==> src/rtl/mlpwm_pkg.sv <==
package mlpwm_pkg;
  localparam int NCAR = 4;
  localparam int LVW  = 3;
  typedef logic signed [LVW-1:0] lvl_t;

  // Sum of per-carrier contributions; above[0] is the top carrier.
  function automatic lvl_t sum_levels(input logic [NCAR-1:0] above);
    int s;
    s = (above[0] ? 1 : 0) + (above[1] ? 2 : 1)
      + (above[2] ? 0 : -1) + (above[3] ? -1 : -2);
    return lvl_t'(s);
  endfunction

  // Level to {g8,g7,g6,g5,g4,g3,g2,g1}.
  function automatic logic [7:0] gates_of(input lvl_t lvl);
    logic [2:0] up;  // {g3,g2,g1}
    case (lvl)
      3'b010:  up = 3'b111;
      3'b001:  up = 3'b011;
      3'b000:  up = 3'b010;
      3'b111:  up = 3'b100;
      default: up = 3'b000;
    endcase
    return {&(~up), &up, ~up[2], ~up[0], ~up[1], up};
  endfunction
endpackage

==> src/rtl/mlpwm_carrier.sv <==
module mlpwm_carrier #(
  parameter int PKW = 10
) (
  input  logic           clk,
  input  logic           rst,
  input  logic [PKW-1:0] pk,
  output logic [PKW-1:0] cnt
);
  logic rising;

  always_ff @(posedge clk or posedge rst) begin
    if (rst) begin
      cnt    <= '0;
      rising <= 1'b1;
    end else if (rising) begin
      if (cnt < pk) begin
        cnt <= cnt + 1'b1;
      end else begin
        rising <= 1'b0;
        if (cnt != '0) cnt <= cnt - 1'b1;
      end
    end else begin
      if (cnt != '0) begin
        cnt <= cnt - 1'b1;
      end else begin
        rising <= 1'b1;
        if (pk != '0) cnt <= cnt + 1'b1;
      end
    end
  end
endmodule

==> src/rtl/mlpwm_compare.sv <==
module mlpwm_compare
  import mlpwm_pkg::*;
#(
  parameter int DW  = 12,
  parameter int AW  = 8,
  parameter int PKW = 10
) (
  input  logic signed [DW-1:0] ref_in,
  input  logic [AW-1:0]        amp,
  input  logic [PKW-1:0]       pk,
  input  logic [PKW-1:0]       cnt,
  output logic [NCAR-1:0]      above
);
  localparam int PW = DW + AW + 1;
  localparam int SH = AW - 1;

  logic signed [PW-1:0] ref_x, amp_x, prod, ref_eff, cnt_x, pk_x;

  assign ref_x   = {{(PW-DW){ref_in[DW-1]}}, ref_in};
  assign amp_x   = {{(PW-AW){1'b0}}, amp};
  assign prod    = ref_x * amp_x;
  assign ref_eff = prod >>> SH;
  assign cnt_x   = {{(PW-PKW){1'b0}}, cnt};
  assign pk_x    = {{(PW-PKW){1'b0}}, pk};

  for (genvar j = 0; j < NCAR; j++) begin : g_car
    logic signed [PW-1:0] car;
    if (j == 0) begin : g_top
      assign car = cnt_x + pk_x;
    end else if (j == 1) begin : g_upmid
      assign car = cnt_x;
    end else if (j == 2) begin : g_lomid
      assign car = cnt_x - pk_x;
    end else begin : g_bot
      assign car = cnt_x - (pk_x <<< 1);
    end
    assign above[j] = ref_eff > car;
  end
endmodule

==> src/rtl/mlpwm_gate_map.sv <==
module mlpwm_gate_map
  import mlpwm_pkg::*;
(
  input  lvl_t       lvl,
  output logic [7:0] gate
);
  assign gate = gates_of(lvl);
endmodule

==> src/rtl/mlpwm_leg.sv <==
module mlpwm_leg
  import mlpwm_pkg::*;
#(
  parameter int DW  = 12,
  parameter int AW  = 8,
  parameter int PKW = 10
) (
  input  logic                  clk,
  input  logic                  rst,
  input  logic signed [DW-1:0]  ref_in,
  input  logic [PKW-1:0]        pk,
  input  logic [AW-1:0]         amp,
  output logic [7:0]            gate,
  output logic signed [LVW-1:0] level
);
  logic [PKW-1:0]  car_cnt;
  logic [NCAR-1:0] above_c, above_q;
  lvl_t            lvl_c;
  logic [7:0]      gate_c;

  mlpwm_carrier #(.PKW(PKW)) u_carrier (
    .clk(clk), .rst(rst), .pk(pk), .cnt(car_cnt)
  );

  mlpwm_compare #(.DW(DW), .AW(AW), .PKW(PKW)) u_compare (
    .ref_in(ref_in), .amp(amp), .pk(pk), .cnt(car_cnt), .above(above_c)
  );

  assign lvl_c = sum_levels(above_c);

  mlpwm_gate_map u_gate_map (.lvl(lvl_c), .gate(gate_c));

  always_ff @(posedge clk or posedge rst) begin
    if (rst) begin
      above_q <= '0;
      level   <= '0;
      gate    <= '0;
    end else begin
      above_q <= above_c;
      level   <= lvl_c;
      gate    <= gate_c;
    end
  end
endmodule

==> config.mk <==
export PLATFORM = sky130hd
export DESIGN_NAME = mlpwm_leg
export DESIGN_NICKNAME = d
export VERILOG_FILES = /design/src/rtl/mlpwm_pkg.sv /design/src/rtl/mlpwm_carrier.sv /design/src/rtl/mlpwm_compare.sv /design/src/rtl/mlpwm_gate_map.sv /design/src/rtl/mlpwm_leg.sv
export SDC_FILE = /design/constraint.sdc
export NUM_CORES = 1
export LEC_CHECK = 0
export BUFFER_PORTS_ARGS = -buffer_cell sky130_fd_sc_hd__buf_4
export CAP_MARGIN = 20
export CORE_ASPECT_RATIO = 1.4
export CORE_MARGIN = 2
export CORE_UTILIZATION = 40
export DETAILED_ROUTE_END_ITERATION = 16
export PLACE_DENSITY_LB_ADDON = 0.2
export SLEW_MARGIN = 20
export SYNTH_ARGS = -nofsm -noshare
export SYNTH_HDL_FRONTEND = slang
export SYNTH_SLANG_ARGS = --single-unit
export TNS_END_PERCENT = 50
==> constraint.sdc <==
create_clock -name clk -period 8.9 [get_ports clk]
set_clock_uncertainty 0.15 [all_clocks]
set_input_delay 0 -clock clk [delete_from_list [all_inputs] [get_ports clk]]
set_output_delay 0 -clock clk [all_outputs]
set_load 0.02 [all_outputs]
Yosys cells after proc, flatten, opt, wreduce, memory -nomap -nowiden
Index checks and enable logic that the tools add are counted.
- output and inout bits: 11
- input port bits: 32
- register bits: 22
- $mul: 1
- muxes and demuxes: 13
- $add $sub $neg: 8
- bitwise operators: 4
- eq/ne operators: 4
- reductions and logical operators: 7
- magnitude comparators: 5
- operators by type and width (cell ; count):
    $mux W10 ; 5
    $gt A14 B11 Y1 ; 2
    $gt A14 B12 Y1 ; 2
    $mul A12 B9 Y21 ; 1
    $reduce_bool A10 Y1 ; 2
    $pmux W3 S4 ; 1
    $sub A10 B11 Y12 ; 1
    $add A10 B10 Y11 ; 1
    $sub A10 B10 Y11 ; 1
    $add A10 B1 Y10 const B ; 1
    $lt A10 B10 Y1 ; 1
    $sub A10 B1 Y10 const B ; 1
    $reduce_and A3 Y1 ; 2
    $mux W1 ; 5
    $add A1 B2 Y3 ; 1
    $add A3 B2 Y3 ; 1
    $add A3 B3 Y3 ; 1
    $eq A3 B1 Y1 const B ; 1
    $eq A3 B2 Y1 const B ; 1
    $eq A3 B3 Y1 const B ; 1
    $logic_not A3 Y1 ; 1
    $mux W3 ; 1
    $ne A3 B3 Y1 const B ; 1
    $not A1 Y1 ; 3
    other kinds (4) ; 4

Logic depth before layout (Yosys ltp)
Gate-level depths: netlist of the first run.
- word-level depth: 10
- depth in mapped cells: 36

By module
A second synthesis of the first run with hierarchy kept.
- cell total of the unflattened synthesis: 899
- area total of the unflattened synthesis: 7529.7 um^2
- by module, submodules not included (module ; sequential area each (um^2) ; area an instance (um^2) ; times used ; cells an instance):
    mlpwm_compare ; 0.0 ; 5995.8 ; 1 ; 737
    mlpwm_carrier ; 276.5 ; 1091.0 ; 1 ; 129
    mlpwm_leg ; 275.3 ; 371.6 ; 1 ; 22
    mlpwm_gate_map ; 0.0 ; 71.3 ; 1 ; 11

Worst setup path before layout of the first run
OpenSTA, ideal clock, no wires.
- path type: input to register
- start point: input amp[2]
- end point: register gate[5]
- library setup time: 123 ps
- stages on the path: 34
- setup slack: 918 ps
- arrival: 7710 ps
- required time: 8627 ps
- buffers on the path: 1
- path through: clkbuf_1 > nand2_1 > fa_1 > inv_1 > fa_1 > fa_1 > inv_1 > fa_1 > inv_1 > ha_1 > a2111oi_2 > o21ai_2 > a41oi_1 > nor2b_1 > nor2_1 > xnor2_1 > ha_1 > nand4_1 > nor2_1 > nor2_1 > a21boi_0 > o22ai_1 > maj3_2 > maj3_2 > maj3_2 > a311o_1 > fa_1 > inv_1 > ha_1 > inv_1 > fa_1 > xor2_1 > or2_2 > a21o_1
- longest elaborated chain between the ends: 9
- elaborated cells on any way between the ends: 18
- RTL lines (what ; RTL line ; RTL):
    from (decl) ; mlpwm_leg.sv:12 ; input logic [AW-1:0] amp,
    $mul A12 B9 Y21 (*) ; mlpwm_compare.sv:21 ; assign prod = ref_x * amp_x;
    $gt A14 B12 Y1 / $gt A14 B11 Y1 (equally long branches) ; mlpwm_compare.sv:37 ; assign above[j] = ref_eff > car;
    $mux W1 / $mux W2 (equally long branches) ; mlpwm_pkg.sv:9 ; s = (above[0] ? 1 : 0) + (above[1] ? 2 : 1)
    $add A1 B2 Y3 ; mlpwm_pkg.sv:9 ;
    $add A3 B3 Y3 ; mlpwm_pkg.sv:10 ; + (above[2] ? 0 : -1) + (above[3] ? -1 : -2);
    $add A3 B2 Y3 (*) ; mlpwm_pkg.sv:10 ;
    named net lvl_c[2] ; mlpwm_leg.sv:18 ; lvl_t lvl_c;
    $eq A3 B3 Y1, or another cell as far along ; mlpwm_pkg.sv:17 ; case (lvl)
    $pmux W3 S4 (*) ; mlpwm_pkg.sv:17 ;
    $not A1 Y1 (*) ; mlpwm_pkg.sv:24 ; return {&(~up), &up, ~up[2], ~up[0], ~up[1], up};
    named net gate_c[5] ; mlpwm_leg.sv:19 ; logic [7:0] gate_c;
    to (signal assigned) ; mlpwm_leg.sv:41 ; gate <= gate_c;
    to (decl) ; mlpwm_leg.sv:13 ; output logic [7:0] gate,
The timed path passes the listed nets; every way through them passes the cells marked *.
A chain may end at the register's enable or synchronous reset.

Worst setup path after layout of the first run
- start point: input amp[5]
- end point: register gate[2]
- longest elaborated chain between the ends: 8
- elaborated cells on any way between the ends: 17
- RTL lines (what ; RTL line):
    $mul A12 B9 Y21 (*) ; mlpwm_compare.sv:21
    $gt A14 B12 Y1 / $gt A14 B11 Y1 (equally long branches) ; mlpwm_compare.sv:37
    $mux W1 / $mux W2 (equally long branches) ; mlpwm_pkg.sv:9
    $add A1 B2 Y3 ; mlpwm_pkg.sv:9
    $add A3 B3 Y3 ; mlpwm_pkg.sv:10
    $add A3 B2 Y3 (*) ; mlpwm_pkg.sv:10
    named net lvl_c[2] ; mlpwm_leg.sv:18
    $eq A3 B3 Y1, or another cell as far along ; mlpwm_pkg.sv:17
    $pmux W3 S4 (*) ; mlpwm_pkg.sv:17
    named net gate_c[2] ; mlpwm_leg.sv:19
Marks and branches as above.

==> results of run 1 <==
[per-layer routing]
layer	part of all wire [%]	track usage [%]	vias up	wire, um
li1	-	-	2782	-
met1	42	21.3	2664	6610
met2	55	35.2	66	8630
met3	1.4	0.493	18	222
met4	1.6	4.33	0	257
met5	0	0	-	0
[stage by stage]
step / cell area, um^2 / cells / hold WS [ps] / worst slack [ps]
floorplan: 6930 / 823 / -162 / 918
global placement: 7500 / 1086 / 74.6 / 575
detailed placement: 7500 / 1086 / 71.8 / 399
CTS: 7620 / 1091 / 282 / 658
global route: 7620 / 1091 / 349 / 155
finish: 7620 / 1091 / 287 / 644
[cells in the final DEF, fill, tap and decap left out, types with 8 or more instances in the layout]
| cell | instances |
|---|---|
| nor2_1 | 42 |
| fa_1 | 82 |
| a21o_1 | 14 |
| ha_1 | 104 |
| and2_1 | 50 |
| nand2b_1 | 9 |
| buf_4 | 44 |
| nand4_1 | 10 |
| nand2_1 | 64 |
| inv_1 | 159 |
| nand3_1 | 12 |
| dfrtp_1 | 21 |
| o211ai_1 | 8 |
| nor3_1 | 13 |
| xor2_1 | 14 |
| a21oi_1 | 41 |
| nor2b_1 | 12 |
| and3_1 | 10 |
| o21ai_0 | 23 |
| xnor2_1 | 30 |
[critical path, delay by kind of cell]
kind | cells | cell delay, ps
adder cells (fa/ha/maj) | 12 | 4610
AO/OA/AOI/OAI | 7 | 1700
AND/OR/NAND/NOR | 7 | 860
XOR/XNOR | 2 | 620
buffers and inverters | 7 | 460
[layout make-up]
cell class | count | area, um^2 | area share, %
well taps | 232 | 290 | 3.81
inverters | 160 | 601 | 7.89
repair buffers | 45 | 340 | 4.47
clock inverters | 1 | 30.0 | 0.394
clock buffers | 3 | 75.1 | 0.986
flip-flops and latches | 22 | 552 | 7.24
multi-input cells | 628 | 5730 | 75.2
[cell families (layout without fill, tap and decap cells)]
group                      after synthesis  in the layout
AOI/OAI and AO/OA                      136            136
xor gates and xnor gates                49             49
adders and majority gates              191            191
buffers and inverters                  173            209
DFF                                     22             22
muxes                                    2              2
and+or+nand+nor                        250            250
[sequential cells by signal (all words and copies together), names as in the netlist]
register and cells:
u_carrier.cnt 10, level 3, u_carrier.rising 1, gate 8
[path summary, 6_finish.rpt]
check,cells after the start,startpoint,to,slack [ps]
min in group asynchronous,3,rst,u_carrier.cnt[7],340
min reg2reg,1,u_carrier.cnt[9],u_carrier.cnt[9],470
min,7,pk[5],u_carrier.cnt[2],290
max reg2reg,24,u_carrier.cnt[2],gate[2],2830
max in group asynchronous,3,rst,u_carrier.cnt[0],7740
max,35,amp[5],gate[2],640
==> results.sh, run 1 <==
export IMPL_status="complete, no violations"
export IMPL_synth_top_area_cell="fa_1"
export IMPL_ys_flop_type="dfrtp_1"
export IMPL_post_cts_buffers=0
export IMPL_synth_cell_types=69
export IMPL_ys_seq_area_share_pct=7.96
export IMPL_final_hold_viol_count=0
export IMPL_grt_pass1_wl_um=27400
export IMPL_antenna_found_initial=0
export IMPL_syn_nets=1041
export IMPL_synth_top_cells_by_count="159 x inv_1, 104 x ha_1, 82 x fa_1, 64 x nand2_1, 50 x and2_1"
export IMPL_clockBufferDepth=2
export IMPL_vias=5530
export IMPL_route_final_wire_length_um=15700
export IMPL_muxShareOfSynthArea_pct=0.307
export IMPL_end_kind="flip-flop"
export IMPL_final_util_pct=45.1
export IMPL_synthSimpleGateAreaFrac_pct=18.8
export IMPL_max_slew_margin_rel_pct=42.7
export IMPL_crit_required_ps=8910
export IMPL_ys_top_cells_by_area="fa_1 24%, ha_1 19%, inv_1 8.6%, dfrtp_1 7.6%, and2_1 4.5%"
export IMPL_num_rows=56
export IMPL_die_w_um=115
export IMPL_rsz0062_at_grt="no"
export IMPL_yosysMostFrequentCell="inv_1"
export IMPL_io_buffers=42
export IMPL_drtIter0Drc=203
export IMPL_finalSetupTns_ps=0
export IMPL_synth_xor_area_share_pct=7.08
export IMPL_syn_inst=823
export IMPL_max_stage_delay_ps=530
export IMPL_post_route_min_period_ps=8260
export IMPL_cts_sinks=22
export IMPL_diodes=0
export IMPL_synth_compound_area_share_pct=13.2
export IMPL_hpwl_um=14000
export IMPL_via_per_inst=5.07
export IMPL_synth_seq_cells=22
export IMPL_grtUsageTotal_pct=18.0
export IMPL_path_class="in2reg"
export IMPL_yosysTopAreaCellShare_pct=23.7
export IMPL_nFillCells=1715
export IMPL_min_path_type="in2reg"
export IMPL_clk_insertion_delay_late_ps=260
export IMPL_fin_nets=1078
export IMPL_cts_tree="done"
export IMPL_coreArea_mm2=0.0169
export IMPL_cts_resized_gates=0
export IMPL_drive_above_1_share_pct=8.61
export IMPL_syn_avg_cell_area_um2=8.42
export IMPL_crit_fanout=12
export IMPL_setup_viol=0
export IMPL_route_detailed_drc=0
export IMPL_cts_root_buf="clkbuf_16"
export IMPL_cp_arrival_ps=8270
export IMPL_tightest_slew_ps=858
export IMPL_fin_crit_sh_pct=92.8
export IMPL_crit_slowest_cell="fa_1"
export IMPL_cts_max_level=1
export IMPL_cts_buffers=3
export IMPL_fp_dieH_um=160
export IMPL_ant_nets=0
export IMPL_first_global_vias=5986
export IMPL_synth_warnings=0
export IMPL_firstDrtPassIters=4
export IMPL_hold_buffers=1
export IMPL_slew_viol_final=0
export IMPL_gp_congestion=0.833
export IMPL_syn_area_mm2=0.00693
export IMPL_critPathLaunchType="input pin"
export IMPL_synthAdderAreaFrac_pct=43.2
export IMPL_dieArea_mm2=0.0184
export IMPL_fmax_ghz=0.121
export IMPL_grt_max_degree=23
export IMPL_drv_cap=0
export IMPL_synth_edf_count=0
export IMPL_areaGrowthSynthToFinish_pct=9.91
export IMPL_async_reset_ff_share_pct=100
export IMPL_gr_total_overflow=0
export IMPL_io_pins=43
export IMPL_clk_pin_slew_worst_paths_ps=60
export IMPL_start_util_pct=41.0
export IMPL_synth_top_family_by_area="adder cells"
export IMPL_wl_per_cell_um=14.4
Power of run 1 is left out: the tool's default activity adds up to more than one toggle a clock period on the data nets, which glitch-free logic cannot reach.
==> inputs of run 2 (changes only) <==
- BUFFER_PORTS_ARGS: -buffer_cell sky130_fd_sc_hd__buf_4 -> unset
- DONT_BUFFER_PORTS: unset -> 1
==> results.sh, run 2 (synthesis results as in run 1) <==
export IMPL_status="complete, no violations"
export IMPL_num_rows=56
export IMPL_wl_per_cell_um=15.2
export IMPL_ant_nets=0
export IMPL_vias=5348
export IMPL_hpwl_um=14100
export IMPL_clk_pin_slew_worst_paths_ps=60
export IMPL_post_route_min_period_ps=7950
export IMPL_fp_dieH_um=160
export IMPL_clk_insertion_delay_late_ps=260
export IMPL_areaGrowthSynthToFinish_pct=5.36
export IMPL_rsz0062_at_grt="no"
export IMPL_nFillCells=1724
export IMPL_gp_congestion=0.825
export IMPL_firstDrtPassIters=4
export IMPL_largest_reg_flops=10
export IMPL_instances_no_fill=1049
export IMPL_hold_buffers=1
export IMPL_diodes=0
export IMPL_dp_cells=1044
export IMPL_fin_nets=1036
export IMPL_largestRegisters="u_carrier.cnt (10), gate (8), level (3)"
export IMPL_max_stage_delay_ps=550
export IMPL_grt_max_degree=23
export IMPL_die_w_um=115
export IMPL_cts_resized_gates=0
export IMPL_min_path_type="in2async"
export IMPL_route_final_wire_length_um=15900
export IMPL_final_common_cell="inv_1"
export IMPL_antenna_found_initial=0
export IMPL_cts_max_level=1
export IMPL_fmax_ghz=0.126
export IMPL_cts_root_buf="clkbuf_16"
export IMPL_setup_viol=0
export IMPL_cts_sinks=22
export IMPL_critPathLaunchType="input pin"
export IMPL_drv_cap=0
export IMPL_final_hold_viol_count=0
export IMPL_crit_slowest_cell="fa_1"
export IMPL_path_class="in2reg"
export IMPL_cp_arrival_ps=7960
export IMPL_max_slew_margin_rel_pct=43.0
export IMPL_cts_tree="done"
export IMPL_slew_viol_final=0
export IMPL_crit_fanout=8
export IMPL_start_util_pct=41.0
export IMPL_dieArea_mm2=0.0184
export IMPL_end_kind="flip-flop"
export IMPL_final_util_pct=43.2
export IMPL_drtIter0Drc=178
export IMPL_fin_crit_sh_pct=89.4
export IMPL_clockBufferDepth=2
export IMPL_crit_required_ps=8910
export IMPL_finalSetupTns_ps=0
export IMPL_largest_register="u_carrier.cnt"
export IMPL_tightest_slew_ps=853
export IMPL_io_pins=43
export IMPL_via_per_inst=5.10
export IMPL_grt_pass1_wl_um=26800
export IMPL_gr_total_overflow=0
export IMPL_cts_buffers=3
export IMPL_first_global_vias=5807
export IMPL_drive_above_1_share_pct=3.92
export IMPL_layout_common_cells="159 x inv_1, 104 x ha_1, 82 x fa_1"
export IMPL_route_detailed_drc=0
export IMPL_io_buffers=0
export IMPL_coreArea_mm2=0.0169
export IMPL_post_cts_buffers=0
export IMPL_grtUsageTotal_pct=17.7
-- run 2: cell count changes in the layout (fill, tap and decap cells not counted) --
cell	before	now
buf_4	44	2
-- run 2: final timing paths --
path	start	end	slack (ps)	depth (start not counted)
hold reg to reg	u_carrier.cnt[9]	u_carrier.cnt[9]	480	1
max in group asynchronous	rst	u_carrier.cnt[4]	7860	2
setup / recovery	ref_in[3]	gate[2]	950	34
min in group clk	pk[6]	u_carrier.cnt[2]	220	6
hold / removal	rst	gate[1]	210	2
setup reg to reg	u_carrier.cnt[0]	gate[2]	2920	25
-- run 2: layer usage --
layer	vias to the layer above	part of all wire (%)	wire, um	global-route usage (%)
li1	2702	-	-	-
met1	2533	42	6750	21.2
met5	-	0	0	0
met4	0	2.5	401	4.27
met2	89	52	8240	33.3
met3	24	3.2	505	1.86
-- run 2: area by class of cell --
cell class	count	area, um^2	area share, %
clock buffer	3	75.1	1.03
timing repair buffer	3	25.0	0.343
sequential	22	552	7.56
tap	232	290	3.98
inverter	160	601	8.23
multi-input combinational	628	5730	78.5
clock inverter	1	30.0	0.411
-- run 2: stage by stage --
stage / worst slack [ps] / cell area (um^2) / hold slack [ps]
finish: 947 / 7300 / 211
global route: 477 / 7300 / 281
CTS: 918 / 7300 / 235
detailed placement: 691 / 7190 / -31.0
global placement: 765 / 7190 / -35.2
floorplan: 918 / 6930 / -162
-- run 2: worst max-delay path: cells and delay by family --
kind	cells	cell delay, ps
xor+xnor	2	590
simple gates	7	770
compound gates	7	1620
fa+ha+maj	12	4630
buf+inv	6	320
Power of run 2 is left out for the same reason.
